==> src/rtl/i2c_tgt_pkg.sv <==
package i2c_tgt_pkg;
    localparam int BYTE_BITS = 8;
    localparam int CNT_W     = $clog2(BYTE_BITS);
    localparam int OWN_W     = 7;
    localparam int EV_W      = 8;
    localparam int RA_W      = 3;
    localparam int RD_W      = 2 * BYTE_BITS;

    localparam int EVB_TXACK  = 0;
    localparam int EVB_TXNAK  = 1;
    localparam int EVB_RXDONE = 2;
    localparam int EVB_STOP   = 4;
    localparam int EVB_MATCH  = 7;

    localparam logic [RA_W-1:0] RA_CTRL = 3'd0;
    localparam logic [RA_W-1:0] RA_OWN  = 3'd1;
    localparam logic [RA_W-1:0] RA_IEN  = 3'd2;
    localparam logic [RA_W-1:0] RA_STAT = 3'd3;
    localparam logic [RA_W-1:0] RA_CMD  = 3'd4;
    localparam logic [RA_W-1:0] RA_DATA = 3'd5;

    localparam int CTRL_EN_BIT = 1;
    localparam int CMD_TX_BIT  = 2;

    typedef enum logic [2:0] {
        ST_IDLE,
        ST_ADDR,
        ST_RX_DATA,
        ST_BYTE_END,
        ST_ACK_OUT,
        ST_TX_WAIT,
        ST_TX_BITS,
        ST_TX_ACK
    } tgt_state_e;
endpackage

==> src/rtl/i2c_tgt_line_sync.sv <==
module i2c_tgt_line_sync #(
    parameter int STAGES = 2
) (
    input  logic clk,
    input  logic rst_n,
    input  logic scl_i,
    input  logic sda_i,
    output logic scl_s,
    output logic sda_s,
    output logic scl_rise,
    output logic scl_fall,
    output logic start_det,
    output logic stop_det
);
    logic [STAGES-1:0] scl_pipe;
    logic [STAGES-1:0] sda_pipe;
    logic              scl_q;
    logic              sda_q;

    always_ff @(posedge clk or negedge rst_n) begin
        if (!rst_n) begin
            scl_pipe <= '1;
            sda_pipe <= '1;
            scl_q    <= 1'b1;
            sda_q    <= 1'b1;
        end else begin
            scl_pipe <= {scl_pipe[STAGES-2:0], scl_i};
            sda_pipe <= {sda_pipe[STAGES-2:0], sda_i};
            scl_q    <= scl_pipe[STAGES-1];
            sda_q    <= sda_pipe[STAGES-1];
        end
    end

    always_comb begin
        scl_s     = scl_pipe[STAGES-1];
        sda_s     = sda_pipe[STAGES-1];
        scl_rise  = scl_s & ~scl_q;
        scl_fall  = ~scl_s & scl_q;
        start_det = scl_s & scl_q & sda_q & ~sda_s;
        stop_det  = scl_s & scl_q & ~sda_q & sda_s;
    end
endmodule

==> src/rtl/i2c_tgt_regs.sv <==
module i2c_tgt_regs
    import i2c_tgt_pkg::*;
(
    input  logic                 clk,
    input  logic                 rst_n,
    input  logic                 reg_wr,
    input  logic [RA_W-1:0]      reg_waddr,
    input  logic [BYTE_BITS-1:0] reg_wdata,
    input  logic [RA_W-1:0]      reg_raddr,
    output logic [RD_W-1:0]      reg_rdata,
    input  logic [EV_W-1:0]      ev,
    input  logic [BYTE_BITS-1:0] rx_byte_in,
    output logic                 en,
    output logic [OWN_W-1:0]     own_addr,
    output logic [BYTE_BITS-1:0] tx_byte,
    output logic                 tx_go,
    output logic                 rx_pend,
    output logic                 irq
);
    logic [EV_W-1:0]      stat;
    logic [EV_W-1:0]      ien;
    logic [BYTE_BITS-1:0] rx_byte;
    logic [EV_W-1:0]      w1c;

    always_comb begin
        w1c     = (reg_wr && reg_waddr == RA_STAT) ? reg_wdata : '0;
        tx_go   = reg_wr && reg_waddr == RA_CMD && reg_wdata[CMD_TX_BIT];
        rx_pend = stat[EVB_RXDONE];
        irq     = |(stat & ien);
    end

    always_ff @(posedge clk or negedge rst_n) begin
        if (!rst_n) begin
            en       <= 1'b0;
            own_addr <= '0;
            ien      <= '0;
            stat     <= '0;
            tx_byte  <= '0;
            rx_byte  <= '0;
        end else begin
            stat <= (stat & ~w1c) | ev;
            if (ev[EVB_RXDONE]) rx_byte <= rx_byte_in;
            if (reg_wr) begin
                unique case (reg_waddr)
                    RA_CTRL: en       <= reg_wdata[CTRL_EN_BIT];
                    RA_OWN:  own_addr <= reg_wdata[OWN_W-1:0];
                    RA_IEN:  ien      <= reg_wdata;
                    RA_DATA: tx_byte  <= reg_wdata;
                    default: ;
                endcase
            end
        end
    end

    always_comb begin
        unique case (reg_raddr)
            RA_CTRL: reg_rdata = RD_W'({en, 1'b0});
            RA_OWN:  reg_rdata = RD_W'(own_addr);
            RA_IEN:  reg_rdata = RD_W'(ien);
            RA_STAT: reg_rdata = RD_W'(stat);
            RA_DATA: reg_rdata = {rx_byte, tx_byte};
            default: reg_rdata = '0;
        endcase
    end


    w1c_clear_chk: assert property (@(posedge clk) disable iff (!rst_n)
        (reg_wr && reg_waddr == RA_STAT && ev == '0) |=> ((stat & $past(reg_wdata)) == '0));


    stat_source_chk: assert property (@(posedge clk) disable iff (!rst_n)
        1'b1 |=> ((stat & ~$past(stat) & ~$past(ev)) == '0));
endmodule

==> src/rtl/i2c_tgt_fsm.sv <==
module i2c_tgt_fsm
    import i2c_tgt_pkg::*;
(
    input  logic                 clk,
    input  logic                 rst_n,
    input  logic                 en,
    input  logic [OWN_W-1:0]     own_addr,
    input  logic                 scl_s,
    input  logic                 sda_s,
    input  logic                 scl_rise,
    input  logic                 scl_fall,
    input  logic                 start_det,
    input  logic                 stop_det,
    input  logic                 rx_pend,
    input  logic                 tx_go,
    input  logic [BYTE_BITS-1:0] tx_byte,
    output logic                 sda_oe,
    output logic                 scl_oe,
    output logic [EV_W-1:0]      ev,
    output logic [BYTE_BITS-1:0] rx_byte
);
    localparam logic [CNT_W-1:0] LAST_BIT = CNT_W'(BYTE_BITS - 1);

    tgt_state_e           state, state_n;
    logic [BYTE_BITS-1:0] shreg, shreg_n;
    logic [CNT_W-1:0]     bitcnt, bitcnt_n;
    logic                 rw, rw_n;
    logic                 mack, mack_n;
    logic                 engaged, engaged_n;

    always_ff @(posedge clk or negedge rst_n) begin
        if (!rst_n) begin
            state   <= ST_IDLE;
            shreg   <= '0;
            bitcnt  <= '0;
            rw      <= 1'b0;
            mack    <= 1'b0;
            engaged <= 1'b0;
        end else begin
            state   <= state_n;
            shreg   <= shreg_n;
            bitcnt  <= bitcnt_n;
            rw      <= rw_n;
            mack    <= mack_n;
            engaged <= engaged_n;
        end
    end

    always_comb begin
        state_n   = state;
        shreg_n   = shreg;
        bitcnt_n  = bitcnt;
        rw_n      = rw;
        mack_n    = mack;
        engaged_n = engaged;
        ev        = '0;
        rx_byte   = {shreg[BYTE_BITS-2:0], sda_s};
        if (!en) begin
            state_n   = ST_IDLE;
            engaged_n = 1'b0;
        end else if (stop_det) begin
            ev[EVB_STOP] = engaged;
            state_n      = ST_IDLE;
            engaged_n    = 1'b0;
        end else if (start_det) begin
            state_n   = ST_ADDR;
            bitcnt_n  = '0;
            engaged_n = 1'b0;
        end else begin
            unique case (state)
                ST_IDLE: ;
                ST_ADDR, ST_RX_DATA: begin
                    if (scl_rise) begin
                        shreg_n  = rx_byte;
                        bitcnt_n = bitcnt + 1'b1;
                        if (bitcnt == LAST_BIT) begin
                            if (state == ST_RX_DATA) begin
                                ev[EVB_RXDONE] = 1'b1;
                                state_n        = ST_BYTE_END;
                            end else if (rx_byte[BYTE_BITS-1:1] == own_addr) begin
                                ev[EVB_RXDONE] = 1'b1;
                                ev[EVB_MATCH]  = 1'b1;
                                rw_n           = rx_byte[0];
                                engaged_n      = 1'b1;
                                state_n        = ST_BYTE_END;
                            end else begin
                                state_n = ST_IDLE;
                            end
                        end
                    end
                end
                ST_BYTE_END: if (scl_fall) state_n = ST_ACK_OUT;
                ST_ACK_OUT: begin
                    if (scl_fall) begin
                        bitcnt_n = '0;
                        state_n  = rw ? ST_TX_WAIT : ST_RX_DATA;
                    end
                end
                ST_TX_WAIT: begin
                    if (tx_go) begin
                        shreg_n  = tx_byte;
                        bitcnt_n = '0;
                        state_n  = ST_TX_BITS;
                    end
                end
                ST_TX_BITS: begin
                    if (scl_fall) begin
                        if (bitcnt == LAST_BIT) begin
                            state_n = ST_TX_ACK;
                        end else begin
                            shreg_n  = {shreg[BYTE_BITS-2:0], 1'b0};
                            bitcnt_n = bitcnt + 1'b1;
                        end
                    end
                end
                ST_TX_ACK: begin
                    if (scl_rise) begin
                        mack_n        = ~sda_s;
                        ev[EVB_TXACK] = ~sda_s;
                        ev[EVB_TXNAK] = sda_s;
                    end else if (scl_fall) begin
                        state_n = mack ? ST_TX_WAIT : ST_IDLE;
                    end
                end
                default: state_n = ST_IDLE;
            endcase
        end
    end

    always_comb begin
        sda_oe = (state == ST_ACK_OUT) || (state == ST_TX_BITS && !shreg[BYTE_BITS-1]);
        scl_oe = (state == ST_ACK_OUT && rx_pend) || (state == ST_TX_WAIT);
    end


    off_released_chk: assert property (@(posedge clk) disable iff (!rst_n)
        (!en && $past(!en)) |-> (!sda_oe && !scl_oe));


    sda_low_phase_chk: assert property (@(posedge clk) disable iff (!rst_n)
        (en && $past(en) && !$past(start_det || stop_det) && (sda_oe != $past(sda_oe)))
        |-> !$past(scl_s));
endmodule

==> src/rtl/i2c_target_responder.sv <==
module i2c_target_responder
    import i2c_tgt_pkg::*;
#(
    parameter int SYNC_STAGES = 2
) (
    input  logic                 clk,
    input  logic                 rst_n,
    input  logic                 scl_i,
    input  logic                 sda_i,
    output logic                 scl_oe,
    output logic                 sda_oe,
    input  logic                 reg_wr,
    input  logic [RA_W-1:0]      reg_waddr,
    input  logic [BYTE_BITS-1:0] reg_wdata,
    input  logic [RA_W-1:0]      reg_raddr,
    output logic [RD_W-1:0]      reg_rdata,
    output logic                 irq
);
    logic                 scl_s, sda_s, scl_rise, scl_fall, start_det, stop_det;
    logic                 en, tx_go, rx_pend;
    logic [OWN_W-1:0]     own_addr;
    logic [BYTE_BITS-1:0] tx_byte, rx_byte;
    logic [EV_W-1:0]      ev;

    i2c_tgt_line_sync #(.STAGES(SYNC_STAGES)) u_sync (
        .clk(clk), .rst_n(rst_n), .scl_i(scl_i), .sda_i(sda_i),
        .scl_s(scl_s), .sda_s(sda_s), .scl_rise(scl_rise), .scl_fall(scl_fall),
        .start_det(start_det), .stop_det(stop_det)
    );

    i2c_tgt_regs u_regs (
        .clk(clk), .rst_n(rst_n), .reg_wr(reg_wr), .reg_waddr(reg_waddr),
        .reg_wdata(reg_wdata), .reg_raddr(reg_raddr), .reg_rdata(reg_rdata),
        .ev(ev), .rx_byte_in(rx_byte), .en(en), .own_addr(own_addr),
        .tx_byte(tx_byte), .tx_go(tx_go), .rx_pend(rx_pend), .irq(irq)
    );

    i2c_tgt_fsm u_fsm (
        .clk(clk), .rst_n(rst_n), .en(en), .own_addr(own_addr),
        .scl_s(scl_s), .sda_s(sda_s), .scl_rise(scl_rise), .scl_fall(scl_fall),
        .start_det(start_det), .stop_det(stop_det), .rx_pend(rx_pend),
        .tx_go(tx_go), .tx_byte(tx_byte), .sda_oe(sda_oe), .scl_oe(scl_oe),
        .ev(ev), .rx_byte(rx_byte)
    );


    hold_reads_low_chk: assert property (@(posedge clk) disable iff (!rst_n)
        scl_oe |-> !scl_s);
endmodule

==> config.mk <==
export PLATFORM = sky130hd
export DESIGN_NAME = i2c_target_responder
export DESIGN_NICKNAME = d
export VERILOG_FILES = /design/src/rtl/i2c_tgt_pkg.sv /design/src/rtl/i2c_tgt_line_sync.sv /design/src/rtl/i2c_tgt_regs.sv /design/src/rtl/i2c_tgt_fsm.sv /design/src/rtl/i2c_target_responder.sv
export SDC_FILE = /design/constraint.sdc
export NUM_CORES = 1
export LEC_CHECK = 0
export BUFFER_PORTS_ARGS = -buffer_cell sky130_fd_sc_hd__clkbuf_2
export CAP_MARGIN = 30
export CORE_MARGIN = 10
export CORE_UTILIZATION = 25
export DETAILED_ROUTE_END_ITERATION = 8
export PLACE_DENSITY_LB_ADDON = 0.08
export SLEW_MARGIN = 40
export SYNTH_ARGS = -nofsm -noshare
export SYNTH_HDL_FRONTEND = slang
export SYNTH_HIERARCHICAL = 1
export SYNTH_SLANG_ARGS = --single-unit
==> constraint.sdc <==
create_clock -name clk -period 6 [get_ports clk]
set_clock_uncertainty 0.1 [all_clocks]
set_input_delay 0.6 -clock clk [delete_from_list [all_inputs] [get_ports clk]]
set_output_delay 0.6 -clock clk [all_outputs]
set_load 0.01 [all_outputs]
==> flow_summary_export.csv, run 1 <==
group,metric,value,unit
final_layout,areaGrowthSynthToFinish,17.5,%
worst_setup_path,endpoint_kind,"register",
grt,grt_usage,0.104,
yosys,synth_cells,298,
worst_setup_path,critical_path_required,6.11,ns
floorplan,core_region_area,13200,sq um
floorplan,die_w,136,um
routing,drtAntennaViolNets,0,
cts,clock_latency,0.32,ns
cts,cts_buffer_depth,2,
timing,final.setup.tns,0,ns
cts,h-tree-depth,3,
floorplan,initial_utilization,0.254,
placed_design,post-dp-hpwl,6.61,mm
timing,min_period_over_period,0.481,
worst_setup_path,cp-start-kind,"register",
pwr,vdd_drop_max,0.101,mV
yosys,syn-cell-area,3360,sq um
yosys,synth_top_cells_by_count,"dfrtp_1, mux2_2, nor2_1",
worst_setup_path,path_cells,"and4b_1, nor3b_4, nand2_2, or3_4, a21oi_2, mux2_2",
timing,setup-violations-final,0,
outcome,outcome,"complete, no violations",
timing,hold_viol,0,
yosys,synth_top_area_cell,"dfrtp_1",
yosys,synth_edf_count,0,
worst_setup_path,critPathArrivalTime,2.99,ns
cts,cts_tree,"done",
routing,drc,0,
yosys,ys.flop_type,"dfrtp_1",
cts,cts_resized,0,
floorplan,ios,38,
yosys,synth.area.top_cells,"dfrtp_1, mux2_2, mux2i_1",
cts,post-cts-setup-buffers,0,
final_layout,n_antenna_cell,0,
yosys,ys_seq_elements,63,
grt,antenna_found_initial,0,
yosys,yosysUniqueCellTypes,54,
grt,grt_pass1_wl,15.0,mm
worst_setup_path,path_delay_family,"simple AND/OR/NAND/NOR gates",
routing,drt-pass1-iter-count,4,
timing,max_freq,347,MHz
run,cap_violations,0,
floorplan,row_count,42,
timing,relSlewSlack,0.592,
cts,clock-sinks,63,
grt,grt_pass1_vias,2544,
final_layout,fin_nets,347,
final_layout,drive_gt1_frac,0.327,
pwr,p_per_area,296,nW/um^2
routing,vias,2362,
worst_setup_path,worst-path-buf-inv,0,
worst_hold_path,hp-class,"reg2reg",
yosys,yosys_warnings,6,
routing,routed_wl,9.14,mm
placed_design,gp_congestion,0.763,
timing,rsz0062_at_grt,"no",
grt,overflow,0,
floorplan,dieArea,18500,sq um
timing,fin_hold_ws,0.253,ns
routing,routedWlPerCell,18.1,um
yosys,yosysSeqAreaShare,0.472,
routing,vias_per_cell,4.67,
cts,clkTransAtPathRegs,0.05,ns
worst_setup_path,crit_path_max_fanout,9,
timing,period_needed,2.88,ns
yosys,synth_top_area_share,0.425,
final_layout,instances_no_fill,506,
placed_design,io_buffers,37,
cts,tritoncts.num_buffers,9,
pwr,leakage,1.81,nW
worst_setup_path,critical_path_class,"reg2reg",
worst_setup_path,crit_path_top_delay_cell,"dfstp_2",
timing,maxSlewViolCount,0,
routing,drt-initial-drc-count,88,
cts,cts_root_buf,"clkbuf_16",
cts,ctsHoldBuffers,0,
floorplan,fp.dieH,136,um
placed_design,dp_cells,491,
yosys,synth_most_common_cell,"dfrtp_1",
yosys,async_flop_share,1.00,
grt,grt_max_degree,64,
worst_setup_path,max_stage_delay,0.63,ns
yosys,syn_avg_cell_area,11.3,sq um
timing,worstMarginPinSlew,0.611,ns
[where the power goes]
group	switching, W	internal [W]	total [W]	leakage [nW]
registers	0.0000413	0.000467	0.000508	0.756
logic	0.0000672	0.0000681	0.000135	0.906
clock network	0.000183	0.000341	0.000524	0.145
[state kept, by name, summed over array words and instances (netlist names), 3 cells and up]
register and count:
u_fsm/shreg 8, u_regs/ien 8, u_regs/rx_byte 8, u_regs/stat 8
u_regs/tx_byte 8, u_regs/own_addr 7, u_fsm/bitcnt 3, u_fsm/state 3
[metrics by stage]
stage / util / worst slack [ns] / power, W / instance area (sq um)
after floorplan: - / 3.42 / 0.000594 / 3360
after global placement: 0.275 / 2.83 / 0.000651 / 3630
after detailed placement: 0.276 / 3.06 / 0.000654 / 3640
after CTS: 0.299 / 3.07 / 0.00119 / 3940
after global routing: 0.299 / 2.89 / 0.00123 / 3940
final: 0.299 / 3.12 / 0.00117 / 3940
[cells by family after synthesis]
logic type,synth area share
xor gates and xnor gates,0.0209
and+or+nand+nor,0.164
DFF,0.472
buffers and inverters,0.0474
AOI/OAI and AO/OA,0.125
other,0.00112
muxes,0.161
adders and majority gates,0.00746
[cell usage in the layout, fill, tap and decap left out, drive strengths merged, types with 2 or more instances in the layout]
| cell | instances |
|---|---|
| dfstp | 6 |
| clkbuf | 48 |
| o21a | 2 |
| and3 | 9 |
| inv | 3 |
| mux2i | 17 |
| nor3 | 8 |
| a22o | 2 |
| o21ai | 4 |
| conb | 3 |
| a21oi | 15 |
| nand2 | 18 |
| nor3b | 4 |
| nand3 | 4 |
| nor2 | 20 |
| mux2 | 33 |
| and4b | 3 |
| buf | 2 |
| nor2b | 5 |
| nand3b | 2 |
| xor2 | 5 |
| xnor2 | 3 |
| o2bb2ai | 4 |
| or3 | 2 |
| and2 | 2 |
| ha | 2 |
| nor4 | 3 |
| a21o | 10 |
| a31oi | 2 |
| nand4 | 3 |
| o21bai | 2 |
| dfrtp | 57 |
| nand2b | 5 |
| a22oi | 5 |
| a221o | 6 |
[metal layers]
metal,vias up,track usage,share of wire
met5,-,0,0
met4,0,0.0355,0.013
met3,6,0.0295,0.043
met2,44,0.144,0.42
met1,1177,0.151,0.52
li1,1135,-,-
[final timing paths]
kind / startpoint / end / slack, ns / cells past startpoint
max in group asynchronous: rst_n / u_regs/rx_byte[0] / 5.10 / 2
hold / removal: u_sync/scl_pipe[0] / u_sync/scl_pipe[1] / 0.25 / 0
setup reg to reg: u_sync/sda_pipe[1] / u_regs/rx_byte[6] / 3.12 / 6
hold reg to reg: u_sync/scl_pipe[0] / u_sync/scl_pipe[1] / 0.25 / 0
setup / recovery: u_sync/sda_pipe[1] / u_regs/rx_byte[6] / 3.12 / 6
min in group asynchronous: rst_n / u_fsm/bitcnt[0] / 0.26 / 2
[layout make-up]
type                            instances  area (sq um)
Fill cell                            1385          9250
Multi-Input combinational cell        211          1630
Sequential cell                        63          1580
Clock buffer                           12           256
Tap cell                              176           220
Timing Repair Buffer                   38           196
Clock inverter                          3          42.5
Inverter                                3          11.3
(Power assumes the default switching activity.)
==> run 2: changes to the inputs <==
--- a/config.mk
+++ b/config.mk
@@ -5,6 +5,7 @@
 export SDC_FILE = /design/constraint.sdc
 export NUM_CORES = 1
 export LEC_CHECK = 0
+export ABC_AREA = 1
 export BUFFER_PORTS_ARGS = -buffer_cell sky130_fd_sc_hd__clkbuf_2
 export CAP_MARGIN = 30
 export CORE_MARGIN = 10
==> constraint.sdc (replaced) <==
create_clock -name clk -period 2.5 [get_ports clk]
set_clock_uncertainty 0.1 [all_clocks]
set_input_delay 0.25 -clock clk [delete_from_list [all_inputs] [get_ports clk]]
set_output_delay 0.25 -clock clk [all_outputs]
set_load 0.01 [all_outputs]
==> run 2 against run 1 <==
  * Synthesized cell count rose by 48%
  * Critical path depth increased by 4
  * Routed wire length grew 6.8%
  * Final area rose by 5.5%
==> flow_summary_export.csv, run 2 <==
group,metric,value,unit
worst_setup_path,endpoint_kind,"register",
worst_setup_path,critical_path_required,2.60,ns
final_layout,utilization,0.297,
final_layout,drive_gt1_frac,0.244,
pwr,p_per_area,727,nW/um^2
worst_setup_path,path_cells,"inv_1, nand2_1, nor2_1, inv_2, nand3_1, nor2_1, nand2_2, a21oi_1, buf_4, o21ai_0",
timing,hold_viol,0,
routing,drtAntennaViolNets,0,
floorplan,initial_utilization,0.257,
routing,drt-pass1-iter-count,5,
run,cap_violations,0,
grt,grt_pass1_vias,2872,
floorplan,ios,38,
routing,routedWlPerCell,14.9,um
grt,grt_max_degree,42,
yosys,synth.area.top_cells,"dfrtp_1, nand2_1, o21ai_2",
worst_setup_path,crit_path_max_fanout,15,
yosys,yosysUniqueCellTypes,38,
cts,cts_buffer_depth,2,
worst_setup_path,critical_path_class,"reg2reg",
yosys,ys.flop_type,"dfrtp_1",
placed_design,gp_congestion,0.779,
routing,vias,2890,
timing,worstMarginPinSlew,0.556,ns
yosys,synth_cells,441,
timing,rsz0062_at_grt,"no",
yosys,yosysSeqAreaShare,0.441,
timing,setup-violations-final,0,
timing,max_freq,471,MHz
final_layout,layout_commonest_cell,"nand2_1",
cts,cts_tree,"done",
floorplan,dieArea,19600,sq um
worst_setup_path,critPathArrivalTime,2.23,ns
floorplan,row_count,43,
yosys,synth_edf_count,0,
routing,drc,0,
yosys,synth_top_area_cell,"dfrtp_1",
placed_design,place_area,3850,sq um
grt,grt_usage,0.102,
worst_setup_path,cp-start-kind,"register",
routing,vias_per_cell,4.41,
final_layout,n_fill_cell,1531,
yosys,yosys_warnings,6,
grt,grt_pass1_wl,16.1,mm
outcome,outcome,"complete, no violations",
yosys,synth_most_common_cell,"nand2_1",
final_layout,areaGrowthSynthToFinish,15.9,%
grt,overflow,0,
final_layout,fin_nets,492,
pwr,vdd_drop_max,0.227,mV
yosys,synth_top_cells_by_count,"nand2_1, dfrtp_1, inv_1",
yosys,ys_seq_elements,63,
cts,tritoncts.num_buffers,9,
final_layout,final_cell_mix,"nand2_1, dfrtp_1, inv_1",
cts,clock_latency,0.33,ns
timing,relSlewSlack,0.630,
timing,final.setup.tns,0,ns
yosys,syn-cell-area,3590,sq um
grt,antenna_found_initial,0,
yosys,syn_avg_cell_area,8.14,sq um
yosys,synth_top_area_share,0.397,
placed_design,post-dp-hpwl,7.33,mm
floorplan,core_region_area,14000,sq um
routing,drt-initial-drc-count,324,
cts,clkTransAtPathRegs,0.05,ns
yosys,async_flop_share,1.00,
routing,routed_wl,9.76,mm
worst_setup_path,cp_common_cell,"nor2_1",
cts,h-tree-depth,3,
floorplan,fp.dieH,140,um
final_layout,design_area,4160,sq um
worst_hold_path,hp-class,"in2reg",
timing,maxSlewViolCount,0,
final_layout,n_antenna_cell,0,
timing,period_needed,2.12,ns
cts,clock-sinks,63,
cts,cts_resized,0,
floorplan,die_w,140,um
placed_design,io_buffers,37,
worst_setup_path,max_stage_delay,0.62,ns
cts,cts_root_buf,"clkbuf_16",
timing,min_period_over_period,0.849,
worst_setup_path,crit_path_top_delay_cell,"dfstp_2",
pwr,leakage,1.95,nW
-- run 2: per-layer routing --
metal,up-vias,wire (um),GRT usage
met1,1323,5000,0.142
met3,13,404,0.0262
li1,1480,-,-
met4,0,159,0.0413
met5,-,0,0
met2,74,4200,0.146
-- run 2: where the power goes --
part	internal (W)	switching, W	leakage, nW
Clock	0.000722	0.000458	0.136
Sequential	0.00116	0.000145	0.802
Combinational	0.000220	0.000320	1.01
-- run 2: kinds of logic after synthesis --
logic type               count (synthesis)  share of synthesized area
XOR/XNOR                                 5                     0.0122
AO/OA/AOI/OAI                           65                      0.120
flip-flops                              63                      0.441
other                                    1                    0.00104
multiplexers                             5                     0.0139
adder cells (fa/ha/maj)                  2                    0.00697
buffers and inverters                   84                      0.114
AND/OR/NAND/NOR                        216                      0.290
-- run 2: repair_timing --
| action | in CTS | in global routing |
|---|---|---|
| hold endpoints to repair | 24 | 0 |
| setup buffers | 0 | 0 |
| hold buffers | 3 | 0 |
-- run 2: cell type report --
cell class	count	area, sq um	area share
well taps	180	225	0.0542
flip-flops and latches	63	1580	0.381
inverters	58	218	0.0523
multi-input cells	296	1600	0.386
clock buffers	13	260	0.0626
clock inverters	3	17.5	0.00421
repair buffers	43	250	0.0602
-- run 2: per-stage QoR --
step / power (W) / setup WS (ns) / hold WS [ns] / std cells
after floorplan: 0.00170 / 0.427 / -0.146 / 443
after global placement: 0.00187 / 0.434 / 0.173 / 637
after detailed placement: 0.00187 / 0.362 / 0.182 / 637
after CTS: 0.00308 / 0.341 / 0.109 / 656
after global routing: 0.00321 / 0.109 / 0.132 / 656
final: 0.00302 / 0.377 / 0.118 / 656
-- run 2: worst paths after layout --
check / startpoint / end / slack, ns / cells after the start
setup / recovery: u_sync/sda_pipe[1] / u_regs/rx_byte[3] / 0.38 / 10
hold / removal: reg_wdata[7] / u_regs/ien[7] / 0.12 / 3
setup reg to reg: u_sync/sda_pipe[1] / u_regs/rx_byte[3] / 0.38 / 10
hold reg to reg: u_sync/scl_pipe[0] / u_sync/scl_pipe[1] / 0.25 / 0
max in group asynchronous: rst_n / u_sync/sda_q / 1.26 / 3
min in group asynchronous: rst_n / u_fsm/state[2] / 0.36 / 2
-- run 2: critical path: cells and delay by family, from the launching register on --
family	cells	cell delay, ns
AO/OA/AOI/OAI	2	0.34
buffers and inverters	3	0.39
flip-flops	1	0.62
AND/OR/NAND/NOR	5	0.54
